==> src/rtl/rtc_pkg.sv <==
package rtc_pkg;

  localparam int FIELD_W = 8;
  localparam int ADDR_W  = 3;

  typedef struct packed {
    logic [FIELD_W-1:0] year;
    logic [FIELD_W-1:0] month;
    logic [FIELD_W-1:0] mday;
    logic [FIELD_W-1:0] wday;
    logic [FIELD_W-1:0] hour;
    logic [FIELD_W-1:0] minute;
    logic [FIELD_W-1:0] sec;
  } rtc_time_t;

  localparam rtc_time_t RTC_RESET = '{year: 8'd0, month: 8'd1, mday: 8'd1,
                                      wday: 8'd1, hour: 8'd0, minute: 8'd0,
                                      sec: 8'd0};

  // Last day of a month; leap when the two low year bits are zero.
  function automatic logic [FIELD_W-1:0] month_days(input logic [FIELD_W-1:0] mon,
                                                    input logic [FIELD_W-1:0] yr);
    case (mon)
      8'd2:                      month_days = (yr[1:0] == 2'b00) ? 8'd29 : 8'd28;
      8'd4, 8'd6, 8'd9, 8'd11:   month_days = 8'd30;
      default:                   month_days = 8'd31;
    endcase
  endfunction

  // One-second advance with the full carry chain.
  function automatic rtc_time_t next_second(input rtc_time_t t);
    rtc_time_t n;
    n = t;
    if (t.sec < 8'd59) n.sec = t.sec + 8'd1;
    else begin
      n.sec = '0;
      if (t.minute < 8'd59) n.minute = t.minute + 8'd1;
      else begin
        n.minute = '0;
        if (t.hour < 8'd23) n.hour = t.hour + 8'd1;
        else begin
          n.hour = '0;
          n.wday = (t.wday >= 8'd7) ? 8'd1 : t.wday + 8'd1;
          if (t.mday < month_days(t.month, t.year)) n.mday = t.mday + 8'd1;
          else begin
            n.mday = 8'd1;
            if (t.month < 8'd12) n.month = t.month + 8'd1;
            else begin
              n.month = 8'd1;
              n.year  = (t.year >= 8'd99) ? 8'd0 : t.year + 8'd1;
            end
          end
        end
      end
    end
    return n;
  endfunction

  function automatic logic [FIELD_W-1:0] field_get(input rtc_time_t t,
                                                   input logic [ADDR_W-1:0] a);
    case (a)
      3'd0:    field_get = t.sec;
      3'd1:    field_get = t.minute;
      3'd2:    field_get = t.hour;
      3'd3:    field_get = t.wday;
      3'd4:    field_get = t.mday;
      3'd5:    field_get = t.month;
      3'd6:    field_get = t.year;
      default: field_get = '0;
    endcase
  endfunction

  function automatic rtc_time_t field_set(input rtc_time_t t,
                                          input logic [ADDR_W-1:0] a,
                                          input logic [FIELD_W-1:0] v);
    rtc_time_t n;
    n = t;
    case (a)
      3'd0:    n.sec    = v;
      3'd1:    n.minute = v;
      3'd2:    n.hour   = v;
      3'd3:    n.wday   = v;
      3'd4:    n.mday   = v;
      3'd5:    n.month  = v;
      3'd6:    n.year   = v;
      default: n = t;
    endcase
    return n;
  endfunction

endpackage

==> src/rtl/rtc_prescaler.sv <==
module rtc_prescaler #(
  parameter int TICKS_PER_SEC = 32768
) (
  input  logic clk,
  input  logic rst_n,
  input  logic tick,
  input  logic clr,
  output logic sec_evt
);
  localparam int DW = $clog2(TICKS_PER_SEC);
  localparam logic [DW-1:0] LAST = DW'(TICKS_PER_SEC - 1);

  logic [DW-1:0] div_q;

  assign sec_evt = tick && !clr && (div_q == LAST);

  always_ff @(posedge clk) begin
    if (!rst_n)                      div_q <= '0;
    else if (tick) begin
      if (clr || div_q == LAST)      div_q <= '0;
      else                           div_q <= div_q + 1'b1;
    end
  end
endmodule

==> src/rtl/rtc_write_gate.sv <==
module rtc_write_gate #(
  parameter int SPACING = 3
) (
  input  logic       clk,
  input  logic       rst_n,
  input  logic       tick,
  input  logic       wr_req,
  input  logic [2:0] wr_addr,
  input  logic [7:0] wr_data,
  output logic       busy,
  output logic       apply,
  output logic [2:0] ap_addr,
  output logic [7:0] ap_data
);
  localparam int CW = $clog2(SPACING + 1);
  localparam logic [CW-1:0] CNT_INIT = CW'(SPACING);

  logic [CW-1:0] cnt_q;
  logic          pend_q;
  logic          accept;

  assign busy   = (cnt_q != '0);
  assign accept = wr_req && !busy;
  assign apply  = tick && pend_q;

  always_ff @(posedge clk) begin
    if (!rst_n) begin
      cnt_q   <= '0;
      pend_q  <= 1'b0;
      ap_addr <= '0;
      ap_data <= '0;
    end else if (accept) begin
      cnt_q   <= CNT_INIT;
      pend_q  <= 1'b1;
      ap_addr <= wr_addr;
      ap_data <= wr_data;
    end else if (tick) begin
      pend_q <= 1'b0;
      if (cnt_q != '0) cnt_q <= cnt_q - 1'b1;
    end
  end
endmodule

==> src/rtl/rtc_read_port.sv <==
module rtc_read_port
  import rtc_pkg::*;
(
  input  logic       clk,
  input  logic       rst_n,
  input  logic       rd_req,
  input  logic [2:0] rd_addr,
  input  rtc_time_t  live,
  output logic [7:0] rdata,
  output logic       rvalid
);
  rtc_time_t snap_q;

  always_ff @(posedge clk) begin
    if (!rst_n) begin
      snap_q <= RTC_RESET;
      rdata  <= '0;
      rvalid <= 1'b0;
    end else begin
      rvalid <= rd_req;
      if (rd_req) begin
        if (rd_addr == 3'd0) begin
          snap_q <= live;
          rdata  <= live.sec;
        end else begin
          rdata  <= field_get(snap_q, rd_addr);
        end
      end
    end
  end
endmodule

==> src/rtl/rtc_calendar.sv <==
module rtc_calendar
  import rtc_pkg::*;
#(
  parameter int TICKS_PER_SEC = 32768,
  parameter int WRITE_SPACING = 3
) (
  input  logic       clk,
  input  logic       rst_n,
  input  logic       tick,
  input  logic       cs,
  input  logic       we,
  input  logic [2:0] addr,
  input  logic [7:0] wdata,
  output logic [7:0] rdata,
  output logic       rvalid,
  output logic       busy,
  input  logic       inc_sec,
  input  logic       dec_sec,
  input  logic       irq_en,
  output logic       irq
);
  rtc_time_t  cur_q, one_ahead, two_ahead, adv_time, nxt_time;
  logic       sec_evt, apply, wr_sec;
  logic       inc_pend, dec_pend;
  logic [2:0] ap_addr;
  logic [7:0] ap_data;

  assign wr_sec = apply && (ap_addr == 3'd0);

  rtc_prescaler #(.TICKS_PER_SEC(TICKS_PER_SEC)) u_presc (
    .clk(clk), .rst_n(rst_n), .tick(tick), .clr(wr_sec), .sec_evt(sec_evt)
  );

  rtc_write_gate #(.SPACING(WRITE_SPACING)) u_wgate (
    .clk(clk), .rst_n(rst_n), .tick(tick), .wr_req(cs && we),
    .wr_addr(addr), .wr_data(wdata), .busy(busy), .apply(apply),
    .ap_addr(ap_addr), .ap_data(ap_data)
  );

  rtc_read_port u_rport (
    .clk(clk), .rst_n(rst_n), .rd_req(cs && !we), .rd_addr(addr),
    .live(cur_q), .rdata(rdata), .rvalid(rvalid)
  );

  always_comb begin
    one_ahead = next_second(cur_q);
    two_ahead = next_second(one_ahead);
    adv_time  = cur_q;
    if (sec_evt) begin
      case ({inc_pend, dec_pend})
        2'b10:   adv_time = two_ahead;
        2'b01:   adv_time = cur_q;
        default: adv_time = one_ahead;
      endcase
    end
    nxt_time = apply ? field_set(adv_time, ap_addr, ap_data) : adv_time;
  end

  always_ff @(posedge clk) begin
    if (!rst_n) begin
      cur_q    <= RTC_RESET;
      inc_pend <= 1'b0;
      dec_pend <= 1'b0;
      irq      <= 1'b0;
    end else begin
      cur_q    <= nxt_time;
      inc_pend <= (inc_pend && !sec_evt) || inc_sec;
      dec_pend <= (dec_pend && !sec_evt) || dec_sec;
      irq      <= sec_evt && irq_en;
    end
  end
endmodule

==> config.mk <==
export PLATFORM = sky130hd
export DESIGN_NAME = rtc_calendar
export DESIGN_NICKNAME = d
export VERILOG_FILES = /design/src/rtl/rtc_pkg.sv /design/src/rtl/rtc_prescaler.sv /design/src/rtl/rtc_write_gate.sv /design/src/rtl/rtc_read_port.sv /design/src/rtl/rtc_calendar.sv
export SDC_FILE = /design/constraint.sdc
export NUM_CORES = 1
export LEC_CHECK = 0
export BUFFER_PORTS_ARGS = -buffer_cell sky130_fd_sc_hd__buf_2
export CORE_ASPECT_RATIO = 0.7
export CORE_UTILIZATION = 52
export CTS_BUF_LIST = sky130_fd_sc_hd__clkbuf_8
export CTS_CLUSTER_DIAMETER = 60
export CTS_CLUSTER_SIZE = 14
export DETAILED_ROUTE_END_ITERATION = 8
export HOLD_SLACK_MARGIN = 0.03
export PLACE_DENSITY = 0.69
export SYNTH_ARGS = -nofsm -noshare
export SYNTH_HDL_FRONTEND = slang
export SYNTH_SLANG_ARGS = --single-unit
==> constraint.sdc <==
create_clock -name clk -period 6.15 [get_ports clk]
set_input_delay 0.9225 -clock clk [delete_from_list [all_inputs] [get_ports clk]]
set_output_delay 0.9225 -clock clk [all_outputs]
set_load 0.02 [all_outputs]
==> flow_summary_export.csv, run 1 <==
group,metric,value,unit
clocking,cts_setup_buffers,0,
die,dieArea,0.0190,mm²
pwr,power_leakage,3.62,nW
timing,final_max_slew_viol_count,0,
detailed_routing,drtAntennaViolNets,0,
timing,rsz0062_at_grt,"false",
pwr,p_per_area,205,mW/mm²
detailed_routing,wirelength,34000,µm
cells_and_area,regArea,0.00290,mm²
cells_and_area,flow.area_growth_from_synthesis,7.01,%
pwr,p_sw,0.000591,W
clocking,clk_pin_slew,100,ps
synthesis,ys.flop_type,"dfxtp_1",
timing,relSlewSlack,0.218,
cells_and_area,multi_input_area,0.00616,mm²
clocking,cts_resized,0,
global_route,antenna_found_initial,0,
worst_setup_path,cp_max_fo,12,
die,io_pins,30,
pwr,p_int,0.00151,W
global_route,grt_pass1_wl,52100,µm
timing,hold_violations,0,
timing,fin_crit,5320,ps
worst_setup_path,cp.arrival,5700,ps
pwr,power.total,0.00210,W
synthesis,yosys_register_bits,145,
global_route,grt_use_total,0.362,
worst_setup_path,required,6530,ps
die,core.rowCount,41,
placed_design,routabilityCongestion,0.964,
placed_design,preCtsSetupSlack,926,ps
pwr,ir_drop,0.000165,V
synthesis,async_flop_share,0,
clocking,cts_sinks,145,
global_route,grt_pass1_vias,9091,
clocking,hold_buffers,0,
cells_and_area,nNetsFinal,1348,
detailed_routing,vias_per_cell,6.72,
timing,layout_setup_ws,834,ps
synthesis,ys_seq_area_frac,0.303,
timing,worst_pin_slew,1160,ps
pwr,switching_share,0.281,
global_route,grt_max_degree,55,
timing,fmax,188,MHz
synthesis,synth_edf_count,0,
cells_and_area,fillers,1766,
synthesis,synth_nets,1382,
clocking,cts_buffers,17,
timing,setup_viol,0,
die,start_util,0.532,
pwr,power_frac_comb,0.099,
detailed_routing,post-route-drc-count,0,
clocking,root_buffer,"clkbuf_8",
pwr,clockPowerShare,0.428,
clocking,htreeDepth,4,
die,core_area,0.0180,mm²
detailed_routing,vias,10400,
worst_setup_path,critPathKind,"register to register",
clocking,clockBufferDepth,2,
cells_and_area,num_antenna_cells,0,
detailed_routing,drtIter0Drc,1423,
clocking,cts_tree,"yes",
pwr,pwr-share-seq,0.472,
timing,fin_crit_sh,0.864,
timing,fin_setup_tns,0,ps
synthesis,syn-instance-count,1339,
timing,skew,16.5,ps
worst_setup_path,end_kind,"register",
synthesis,ys_warn_count,0,
worst_setup_path,cp-start-kind,"register",
die,die_x,164,µm
hold_path,hold_path.class,"register to register",
detailed_routing,routedWlPerCell,21.9,µm
synthesis,synth_cell_types,83,
clocking,clk_latency,480,ps
detailed_routing,firstDrtPassIters,7,
status,status,"finished clean",
global_route,grt-ovfl-total,0,
synthesis,avgSynthCellArea,7.15,µm²
placed_design,port_buffers,29,
die,die_h,116,µm
run,drv_cap,0,
synthesis,synth_area,0.00957,mm²
cells_and_area,drive_above_1_share,0.0843,
placed_design,hpwl,23800,µm
layer usage:
metal	track usage	routed length (µm)	vias up
met4	0.140	1100	0
met2	0.492	13400	624
met5	0	0	-
li1	-	-	4852
met1	0.527	15100	4868
met3	0.108	4420	89
area by class of cell:
cell class	instances	area share
Sequential cell	145	0.283
Timing Repair Buffer	55	0.0332
Multi-Input combinational cell	1062	0.601
Tap cell	236	0.0288
Clock buffer	18	0.0242
Inverter	24	0.00880
Clock inverter	13	0.0204
critical path, cell delays in order, from the launching register on:
cell and delay, ps:
dfxtp_1 360, or4_4 620, nor4b_1 330, ha_1 300, a21oi_1 140, o21ai_0 150, a21o_1 300, nand2_1 290
nand2_1 90, o21ai_1 240, inv_1 130, ha_1 250, nor3b_1 190, a21oi_1 60, nor3_1 150, a31oi_1 50
mux2_2 300, o211ai_1 120, nand3_1 360, a21oi_1 440, a21boi_0 160, o21a_1 180
cells in the mapped netlist (19+ instances only):
cell type,instances,share of area
dfxtp_1,145,0.30
ha_1,24,0.031
clkbuf_1,96,0.038
o21ai_0,78,0.041
nand3_1,59,0.031
inv_1,23,0.0090
nand4_1,19,0.012
nand2_1,237,0.093
nor2_1,112,0.044
nor3_1,26,0.014
a21oi_1,150,0.078
per-stage QoR:
| step | hold slack (ps) | util | instances | area (µm²) |
|---|---|---|---|---|
| after floorplan | 433 | - | 1339 | 9570 |
| after global placement | 442 | 0.543 | 1522 | 9790 |
| after detailed placement | 446 | 0.543 | 1522 | 9790 |
| after CTS | 457 | 0.569 | 1553 | 10200 |
| after global routing | 475 | 0.569 | 1553 | 10200 |
| final | 457 | 0.569 | 1553 | 10200 |
kinds of logic (layout without fill, tap and decap cells):
group | after synthesis | count (layout) | share of synthesized area
buf+inv | 132 | 110 | 0.0541
compound gates | 436 | 436 | 0.295
fa+ha+maj | 24 | 24 | 0.0314
mux | 22 | 22 | 0.0241
xor+xnor | 24 | 24 | 0.0220
simple gates | 556 | 556 | 0.270
flops | 145 | 145 | 0.303
registers in the layout, indices dropped and copies added (netlist names):
register	cells
inc_pend	1
u_rport.rvalid	1
u_wgate.ap_addr	3
u_wgate.pend_q	1
u_rport.snap_q	48
dec_pend	1
cur_q	56
u_wgate.cnt_q	2
u_presc.div_q	15
u_wgate.ap_data	8
irq	1
u_rport.rdata	8
layout by cell type (no fill, tap or decap), types with 17 or more instances in the layout:
cell / instances
nor2_1: 112
nand4_1: 19
buf_2: 29
and3_1: 18
ha_1: 24
a21oi_1: 150
o221ai_1: 17
nand3_1: 59
o21ai_0: 78
buf_4: 26
inv_1: 24
nand2_1: 237
clkbuf_8: 18
a31oi_1: 18
nor3_1: 26
dfxtp_1: 145
path summary, 6_finish.rpt:
kind                                                 startpoint                               to  slack [ps]  cells past startpoint
worst max-delay path                       cur_q[45]$_SDFF_PN0_             cur_q[52]$_SDFF_PN0_         830                     21
worst min-delay path            u_rport.snap_q[35]$_SDFFE_PN0P_  u_rport.snap_q[35]$_SDFFE_PN0P_         460                      2
worst max register to register             cur_q[45]$_SDFF_PN0_             cur_q[52]$_SDFF_PN0_         830                     21
worst min register to register  u_rport.snap_q[35]$_SDFFE_PN0P_  u_rport.snap_q[35]$_SDFFE_PN0P_         460                      2
power by group through the flow:
stage	clock network, W	registers, W	logic (W)
2_1_floorplan	0	0.000990	0.000150
3_3_place_gp	0	0.00101	0.000200
3_5_place_dp	0	0.00101	0.000203
4_1_cts	0.000902	0.000989	0.000203
5_1_grt	0.000938	0.000994	0.000227
6_report	0.000899	0.000992	0.000209
Note: power is estimated with default switching activity, not from simulation.
==> inputs of run 2 (changes only) <==
--- a/config.mk
+++ b/config.mk
@@ -13,7 +13,9 @@
 export CTS_CLUSTER_SIZE = 14
 export DETAILED_ROUTE_END_ITERATION = 8
 export HOLD_SLACK_MARGIN = 0.03
-export PLACE_DENSITY = 0.69
+export PLACE_DENSITY = 0.68
+export SLEW_MARGIN = 20
 export SYNTH_ARGS = -nofsm -noshare
 export SYNTH_HDL_FRONTEND = slang
+export SYNTH_HIERARCHICAL = 1
 export SYNTH_SLANG_ARGS = --single-unit
==> run 2 against run 1 <==
Core utilization down 0.068 points. Via count down 3.8%. Setup slack worse by 260 ps. Routed wire length down 3.4%. Synthesized cell count down 3.1%.
==> flow_summary_export.csv, run 2 <==
group,metric,value,unit
status,status,"finished clean",
placed_design,preCtsSetupSlack,782,ps
worst_setup_path,cp-start-kind,"register",
clocking,clockBufferDepth,2,
timing,worst_pin_slew,1100,ps
global_route,antenna_found_initial,1,
die,die_x,167,µm
synthesis,synth_area,0.00991,mm²
synthesis,yosys_register_bits,145,
detailed_routing,vias_per_cell,6.60,
pwr,p_sw,0.000586,W
synthesis,ys_top_cells_by_count,"200 x nand2_1, 145 x dfxtp_1, 109 x nor2_1",
clocking,cts_resized,0,
synthesis,synth_area_leaders,"dfxtp_1 29%, nand2_1 7.6%, o21ai_0 4.2%",
synthesis,yosysTopAreaCell,"dfxtp_1",
cells_and_area,nNetsFinal,1315,
synthesis,synth-simple-area-share,0.288,
die,dieArea,0.0196,mm²
synthesis,avgSynthCellArea,7.63,µm²
cells_and_area,fillers,1804,
timing,fin_crit_sh,0.907,
pwr,p_per_area,188,mW/mm²
synthesis,synth_edf_count,0,
cells_and_area,multi_input_area,0.00643,mm²
detailed_routing,firstDrtPassIters,7,
cells_and_area,flow.area_growth_from_synthesis,5.04,%
clocking,cts_sinks,145,
clocking,hold_buffers,0,
timing,relSlewSlack,0.258,
cells_and_area,regArea,0.00290,mm²
synthesis,synth_nets,1341,
worst_setup_path,required,6540,ps
detailed_routing,drtAntennaViolNets,0,
clocking,htreeDepth,4,
pwr,power.total,0.00195,W
detailed_routing,vias,10000,
cells_and_area,final_cell_mix,"200 x nand2_1, 145 x dfxtp_1, 109 x nor2_1, 83 x o21ai_0, 70 x nand3_1",
global_route,grt_use_total,0.333,
global_route,grt_pass1_wl,51000,µm
synthesis,ys_seq_area_frac,0.293,
die,die_h,117,µm
pwr,switching_share,0.300,
clocking,root_buffer,"clkbuf_8",
synthesis,synth_cell_types,110,
timing,skew,17.4,ps
run,drv_cap,0,
timing,fin_setup_tns,0,ps
synthesis,synthMuxAreaShare,0.0208,
worst_setup_path,cp.arrival,5970,ps
pwr,clockPowerShare,0.397,
synthesis,syn-instance-count,1298,
worst_setup_path,end_kind,"register",
global_route,grt_max_degree,70,
synthesis,synth.most_common_cell,"nand2_1",
worst_setup_path,cp_max_fo,15,
placed_design,hpwl,23000,µm
clocking,clk_pin_slew,100,ps
detailed_routing,post-route-drc-count,0,
synthesis,synth_adder_area_share,0.0303,
die,core_area,0.0183,mm²
timing,rsz0062_at_grt,"false",
global_route,grt-ovfl-total,0,
synthesis,async_flop_share,0,
timing,layout_setup_ws,574,ps
cells_and_area,final_common_cell,"nand2_1",
timing,setup_viol,0,
pwr,power_frac_comb,0.099,
timing,fmax,179,MHz
cells_and_area,drive_above_1_share,0.0997,
placed_design,routabilityCongestion,0.964,
timing,final_max_slew_viol_count,0,
clocking,clk_latency,470,ps
detailed_routing,routedWlPerCell,21.6,µm
pwr,pwr-share-seq,0.504,
cells_and_area,largest_reg_flops,56,
pwr,power_leakage,3.74,nW
synthesis,ys.flop_type,"dfxtp_1",
placed_design,port_buffers,29,
detailed_routing,drtIter0Drc,1324,
worst_setup_path,critPathKind,"register to register",
detailed_routing,wirelength,32800,µm
synthesis,synthXorXnorAreaFrac,0.0177,
synthesis,synth_top_family_by_area,"compound AO/OA/AOI/OAI gates",
hold_path,hold_path.class,"register to register",
cells_and_area,top_register,"cur_q",
global_route,grt_pass1_vias,8750,
timing,fin_crit,5580,ps
clocking,cts_tree,"yes",
synthesis,synth_top_area_share,0.293,
clocking,cts_buffers,17,
timing,hold_violations,0,
pwr,p_int,0.00137,W
die,io_pins,30,
synthesis,synth-compound-area-share,0.291,
pwr,ir_drop,0.000141,V
synthesis,ys_warn_count,6,
cells_and_area,num_antenna_cells,0,
die,core.rowCount,41,
die,start_util,0.541,
cells_and_area,largestRegisters,"cur_q: 56 flops, u_rport/snap_q: 48 flops, u_presc/div_q: 15 flops",
clocking,cts_setup_buffers,0,
-- run 2: cell count changes in the layout (fill, tap and decap cells not counted), sizes merged, moves of 6 or more --
cell / before / now
inv: 27 / 38
nand3: 60 / 72
nand2b: 13 / 25
nand3b: 5 / 11
a21oi: 151 / 65
o221ai: 17 / 5
o22ai: 13 / 1
o32ai: 1 / 8
nand2: 237 / 202
a21bo: 0 / 6
o31ai: 11 / 17
a31oi: 19 / 13
buf: 55 / 45
a21boi: 2 / 55
-- run 2: path summary, 6_finish.rpt --
path / startpoint / slack (ps) / to / cells past startpoint
worst min-delay path: u_rport/snap_q[38]$_SDFFE_PN0P_ / 460 / u_rport/snap_q[38]$_SDFFE_PN0P_ / 2
worst max-delay path: cur_q[47]$_SDFF_PN0_ / 570 / cur_q[54]$_SDFF_PN0_ / 19
worst max register to register: cur_q[47]$_SDFF_PN0_ / 570 / cur_q[54]$_SDFF_PN0_ / 19
worst min register to register: u_rport/snap_q[38]$_SDFFE_PN0P_ / 460 / u_rport/snap_q[38]$_SDFFE_PN0P_ / 2
-- run 2: stage by stage --
stage | utilization | hold WS (ps) | std cells | instance area [µm²]
CTS | 0.568 | 462 | 1520 | 10400
finish | 0.568 | 459 | 1520 | 10400
detailed placement | 0.547 | 449 | 1489 | 10000
global placement | 0.547 | 442 | 1489 | 10000
global route | 0.568 | 472 | 1520 | 10400
floorplan | - | 427 | 1298 | 9910
-- run 2: final cells by class --
type / instances / area share
sequential: 145 / 0.279
tap: 236 / 0.0284
inverter: 33 / 0.0119
multi-input combinational: 1030 / 0.618
timing repair buffer: 45 / 0.0255
clock buffer: 19 / 0.0251
clock inverter: 12 / 0.0119
-- run 2: power by group through the flow --
| stage | logic, W | clock network (W) | registers (W) |
|---|---|---|---|
| floorplan | 0.000159 | 0 | 0.000989 |
| global placement | 0.000189 | 0 | 0.00100 |
| detailed placement | 0.000190 | 0 | 0.00100 |
| CTS | 0.000191 | 0.000777 | 0.000982 |
| global route | 0.000212 | 0.000819 | 0.000985 |
| finish | 0.000194 | 0.000774 | 0.000983 |
-- run 2: kinds of logic after synthesis --
| group | Yosys count |
|---|---|
| fa+ha+maj | 24 |
| compound gates | 399 |
| simple gates | 568 |
| buf+inv | 123 |
| xor+xnor | 20 |
| flops | 145 |
| mux | 19 |
-- run 2: worst max-delay path: stages (launching register included) --
cell and delay (ps):
dfxtp_1 400, or4_1 750, nor2_1 180, and3_1 180
ha_1 160, nor2_1 80, o31ai_4 290, inv_1 140
a21oi_2 610, a311oi_1 210, o2111ai_1 310, inv_1 90
ha_1 280, nor2_1 40, o221ai_1 390, and2_4 240
nand2_2 210, or4_1 570, a32o_1 220, a31oi_1 120
-- run 2: routing by layer --
| layer | GRT usage | part of all wire | wire (µm) | vias to the layer above |
|---|---|---|---|---|
| li1 | - | - | - | 4707 |
| met1 | 0.502 | 0.46 | 15200 | 4683 |
| met2 | 0.448 | 0.39 | 12700 | 585 |
| met3 | 0.111 | 0.13 | 4310 | 58 |
| met4 | 0.0700 | 0.018 | 589 | 0 |
| met5 | 0 | 0 | 0 | - |
==> inputs of run 3 (changes only) <==
--- a/config.mk
+++ b/config.mk
@@ -5,15 +5,13 @@
 export SDC_FILE = /design/constraint.sdc
 export NUM_CORES = 1
 export LEC_CHECK = 0
-export BUFFER_PORTS_ARGS = -buffer_cell sky130_fd_sc_hd__buf_2
-export CORE_ASPECT_RATIO = 0.7
-export CORE_UTILIZATION = 52
+export CORE_UTILIZATION = 40
 export CTS_BUF_LIST = sky130_fd_sc_hd__clkbuf_8
 export CTS_CLUSTER_DIAMETER = 60
 export CTS_CLUSTER_SIZE = 14
 export DETAILED_ROUTE_END_ITERATION = 8
+export DONT_BUFFER_PORTS = 1
 export HOLD_SLACK_MARGIN = 0.03
-export PLACE_DENSITY = 0.68
 export SLEW_MARGIN = 20
 export SYNTH_ARGS = -nofsm -noshare
 export SYNTH_HDL_FRONTEND = slang
==> run 3 against run 2 <==
Power is 1.7% higher. Critical path type unchanged. Clock-buffer cell count shrank 2. Global-route usage shrank 8.0 points. Via count is 2.7% lower. Register-to-register slack worse by 20 ps. Core utilization fell by 14 points. Combinational power is 18% lower. Final cell count up 3.8%. Sequential power about the same. Highest routed layer unchanged.
==> flow_summary_export.csv, run 3 (synthesized netlist as in run 2, its figures left out) <==
group,metric,value,unit
global_route,antenna_found_initial,1,
clocking,cts_tree,"yes",
die,die_x,159,µm
timing,fin_setup_tns,0,ps
placed_design,routabilityCongestion,0.935,
cells_and_area,final_cell_mix,"200 x nand2_1, 145 x dfxtp_1, 109 x nor2_1, 83 x o21ai_0, 70 x nand3_1",
worst_setup_path,critPathKind,"register to register",
worst_setup_path,cp-start-kind,"register",
detailed_routing,post-route-drc-count,0,
pwr,p_per_area,191,mW/mm²
detailed_routing,routedWlPerCell,20.3,µm
detailed_routing,vias_per_cell,6.19,
worst_setup_path,regToRegStartpoint,"cur_q[47]$_SDFF_PN0_",
detailed_routing,wirelength,32000,µm
worst_setup_path,endpoint,"cur_q[54]$_SDFF_PN0_",
clocking,clk_latency,470,ps
worst_setup_path,cp.arrival,5990,ps
cells_and_area,largestRegisters,"cur_q: 56 flops, u_rport/snap_q: 48 flops, u_presc/div_q: 15 flops",
hold_path,hold_path.class,"register to register",
cells_and_area,largest_reg_flops,56,
clocking,cts_setup_buffers,0,
timing,hold_slack,457,ps
timing,worst_pin_slew,1140,ps
clocking,root_buffer,"clkbuf_8",
cells_and_area,nNetsFinal,1284,
timing,skew,14.2,ps
die,dieArea,0.0254,mm²
global_route,grt_pass1_vias,9081,
worst_setup_path,required,6550,ps
clocking,htreeDepth,4,
clocking,cts_resized,0,
detailed_routing,drtAntennaViolNets,0,
worst_setup_path,r2r-end,"cur_q[54]$_SDFF_PN0_",
clocking,cts_sinks,145,
cells_and_area,final_common_cell,"nand2_1",
die,core_area,0.0243,mm²
clocking,clk_pin_slew,90,ps
worst_setup_path,worstRegToRegCells,19,
die,io_pins,30,
cells_and_area,drive_above_1_share,0.0781,
timing,relSlewSlack,0.241,
cells_and_area,fillers,2511,
placed_design,port_buffers,0,
timing,fin_crit_sh,0.910,
global_route,grt-ovfl-total,0,
cells_and_area,flow.area_growth_from_synthesis,5.03,%
timing,fin_crit,5600,ps
die,start_util,0.407,
pwr,power_leakage,3.63,nW
global_route,grt_use_total,0.253,
clocking,hold_buffers,0,
die,core.rowCount,57,
detailed_routing,drtIter0Drc,1105,
timing,rsz0062_at_grt,"false",
timing,hold_violations,0,
worst_setup_path,reg2reg_slack,550,ps
detailed_routing,firstDrtPassIters,6,
worst_setup_path,end_kind,"register",
clocking,clockBufferDepth,2,
worst_setup_path,cp_max_fo,20,
timing,final_max_slew_viol_count,0,
timing,setup_viol,0,
pwr,ir_drop,0.000209,V
global_route,grt_pass1_wl,50700,µm
run,drv_cap,0,
cells_and_area,top_register,"cur_q",
worst_setup_path,crit_start,"cur_q[47]$_SDFF_PN0_",
die,die_h,159,µm
detailed_routing,vias,9762,
cells_and_area,num_antenna_cells,0,
global_route,grt_max_degree,103,
clocking,cts_buffers,17,
status,status,"finished clean",
placed_design,hpwl,22200,µm
timing,fmax,179,MHz
-- run 3: changes by cell type in the layout (fill, tap and decap cells not counted) --
cell and delta:
buf_2 -29, buf_4 -2, bufinv_16 +2, clkbuf_8 -2
clkinv_4 +3, clkinvlp_4 -2, inv_6 -2, inv_8 +2
-- run 3: worst min-delay path by stage --
stage | from | endpoint | slack [ps] | depth (start not counted)
after floorplan | cur_q[34]$_SDFF_PN0_ | u_rport/snap_q[34]$_SDFFE_PN0P_ | 430 | 2
after global placement | u_rport/snap_q[44]$_SDFFE_PN0P_ | u_rport/snap_q[44]$_SDFFE_PN0P_ | 440 | 2
after detailed placement | u_rport/snap_q[44]$_SDFFE_PN0P_ | u_rport/snap_q[44]$_SDFFE_PN0P_ | 450 | 2
after CTS | u_rport/snap_q[44]$_SDFFE_PN0P_ | u_rport/snap_q[44]$_SDFFE_PN0P_ | 460 | 2
after global routing | u_rport/snap_q[44]$_SDFFE_PN0P_ | u_rport/snap_q[44]$_SDFFE_PN0P_ | 470 | 2
final | u_rport/snap_q[44]$_SDFFE_PN0P_ | u_rport/snap_q[44]$_SDFFE_PN0P_ | 460 | 2
-- run 3: worst max-delay path, cell delays in order, from the launching register on --
cell and delay, ps:
dfxtp_1 370, or4_1 740, nor2_1 190, and3_1 180, ha_1 220, nor2_1 220
nor2_1 110, o311a_1 160, o21ai_2 680, nor2_1 240, o2111ai_1 390, inv_1 80
ha_1 280, nor2_1 40, o221ai_1 320, and2_4 230, nand2_2 180, or4_1 570
a32o_1 220, a31oi_1 110
-- run 3: cell type report --
type                    count  area, µm²  area share
well taps                 324        405      0.0390
clock inverters            15        200      0.0192
repair buffers             14        105      0.0101
flip-flops and latches    145       2900       0.279
clock buffers              17        234      0.0225
multi-input cells        1030       6430       0.618
inverters                  33        124      0.0119
-- run 3: power breakdown --
part / total (W) / internal [W] / switching (W)
Sequential: 0.000986 / 0.000953 / 0.0000328
Clock: 0.000838 / 0.000415 / 0.000423
Combinational: 0.000160 / 0.0000571 / 0.000103
Total: 0.00198 / 0.00143 / 0.000559
-- run 3: per-layer routing --
layer	global-route usage	wire length (µm)	part of all wire	vias up
met2	0.382	14000	0.44	445
met3	0.0432	2460	0.077	58
met4	0.0970	875	0.027	0
met5	0	0	0	-
li1	-	-	-	4666
met1	0.357	14700	0.46	4593
-- run 3: metrics by stage --
step                total power (W)  setup slack (ps)  cells  area, µm²   util
global route                0.00206               192   1578      10400  0.428
CTS                         0.00200               649   1578      10400  0.428
finish                      0.00198               555   1578      10400  0.428
floorplan                   0.00115              1860   1298       9910      -
detailed placement          0.00117               676   1546       9970  0.410
global placement            0.00116               782   1546       9970  0.410
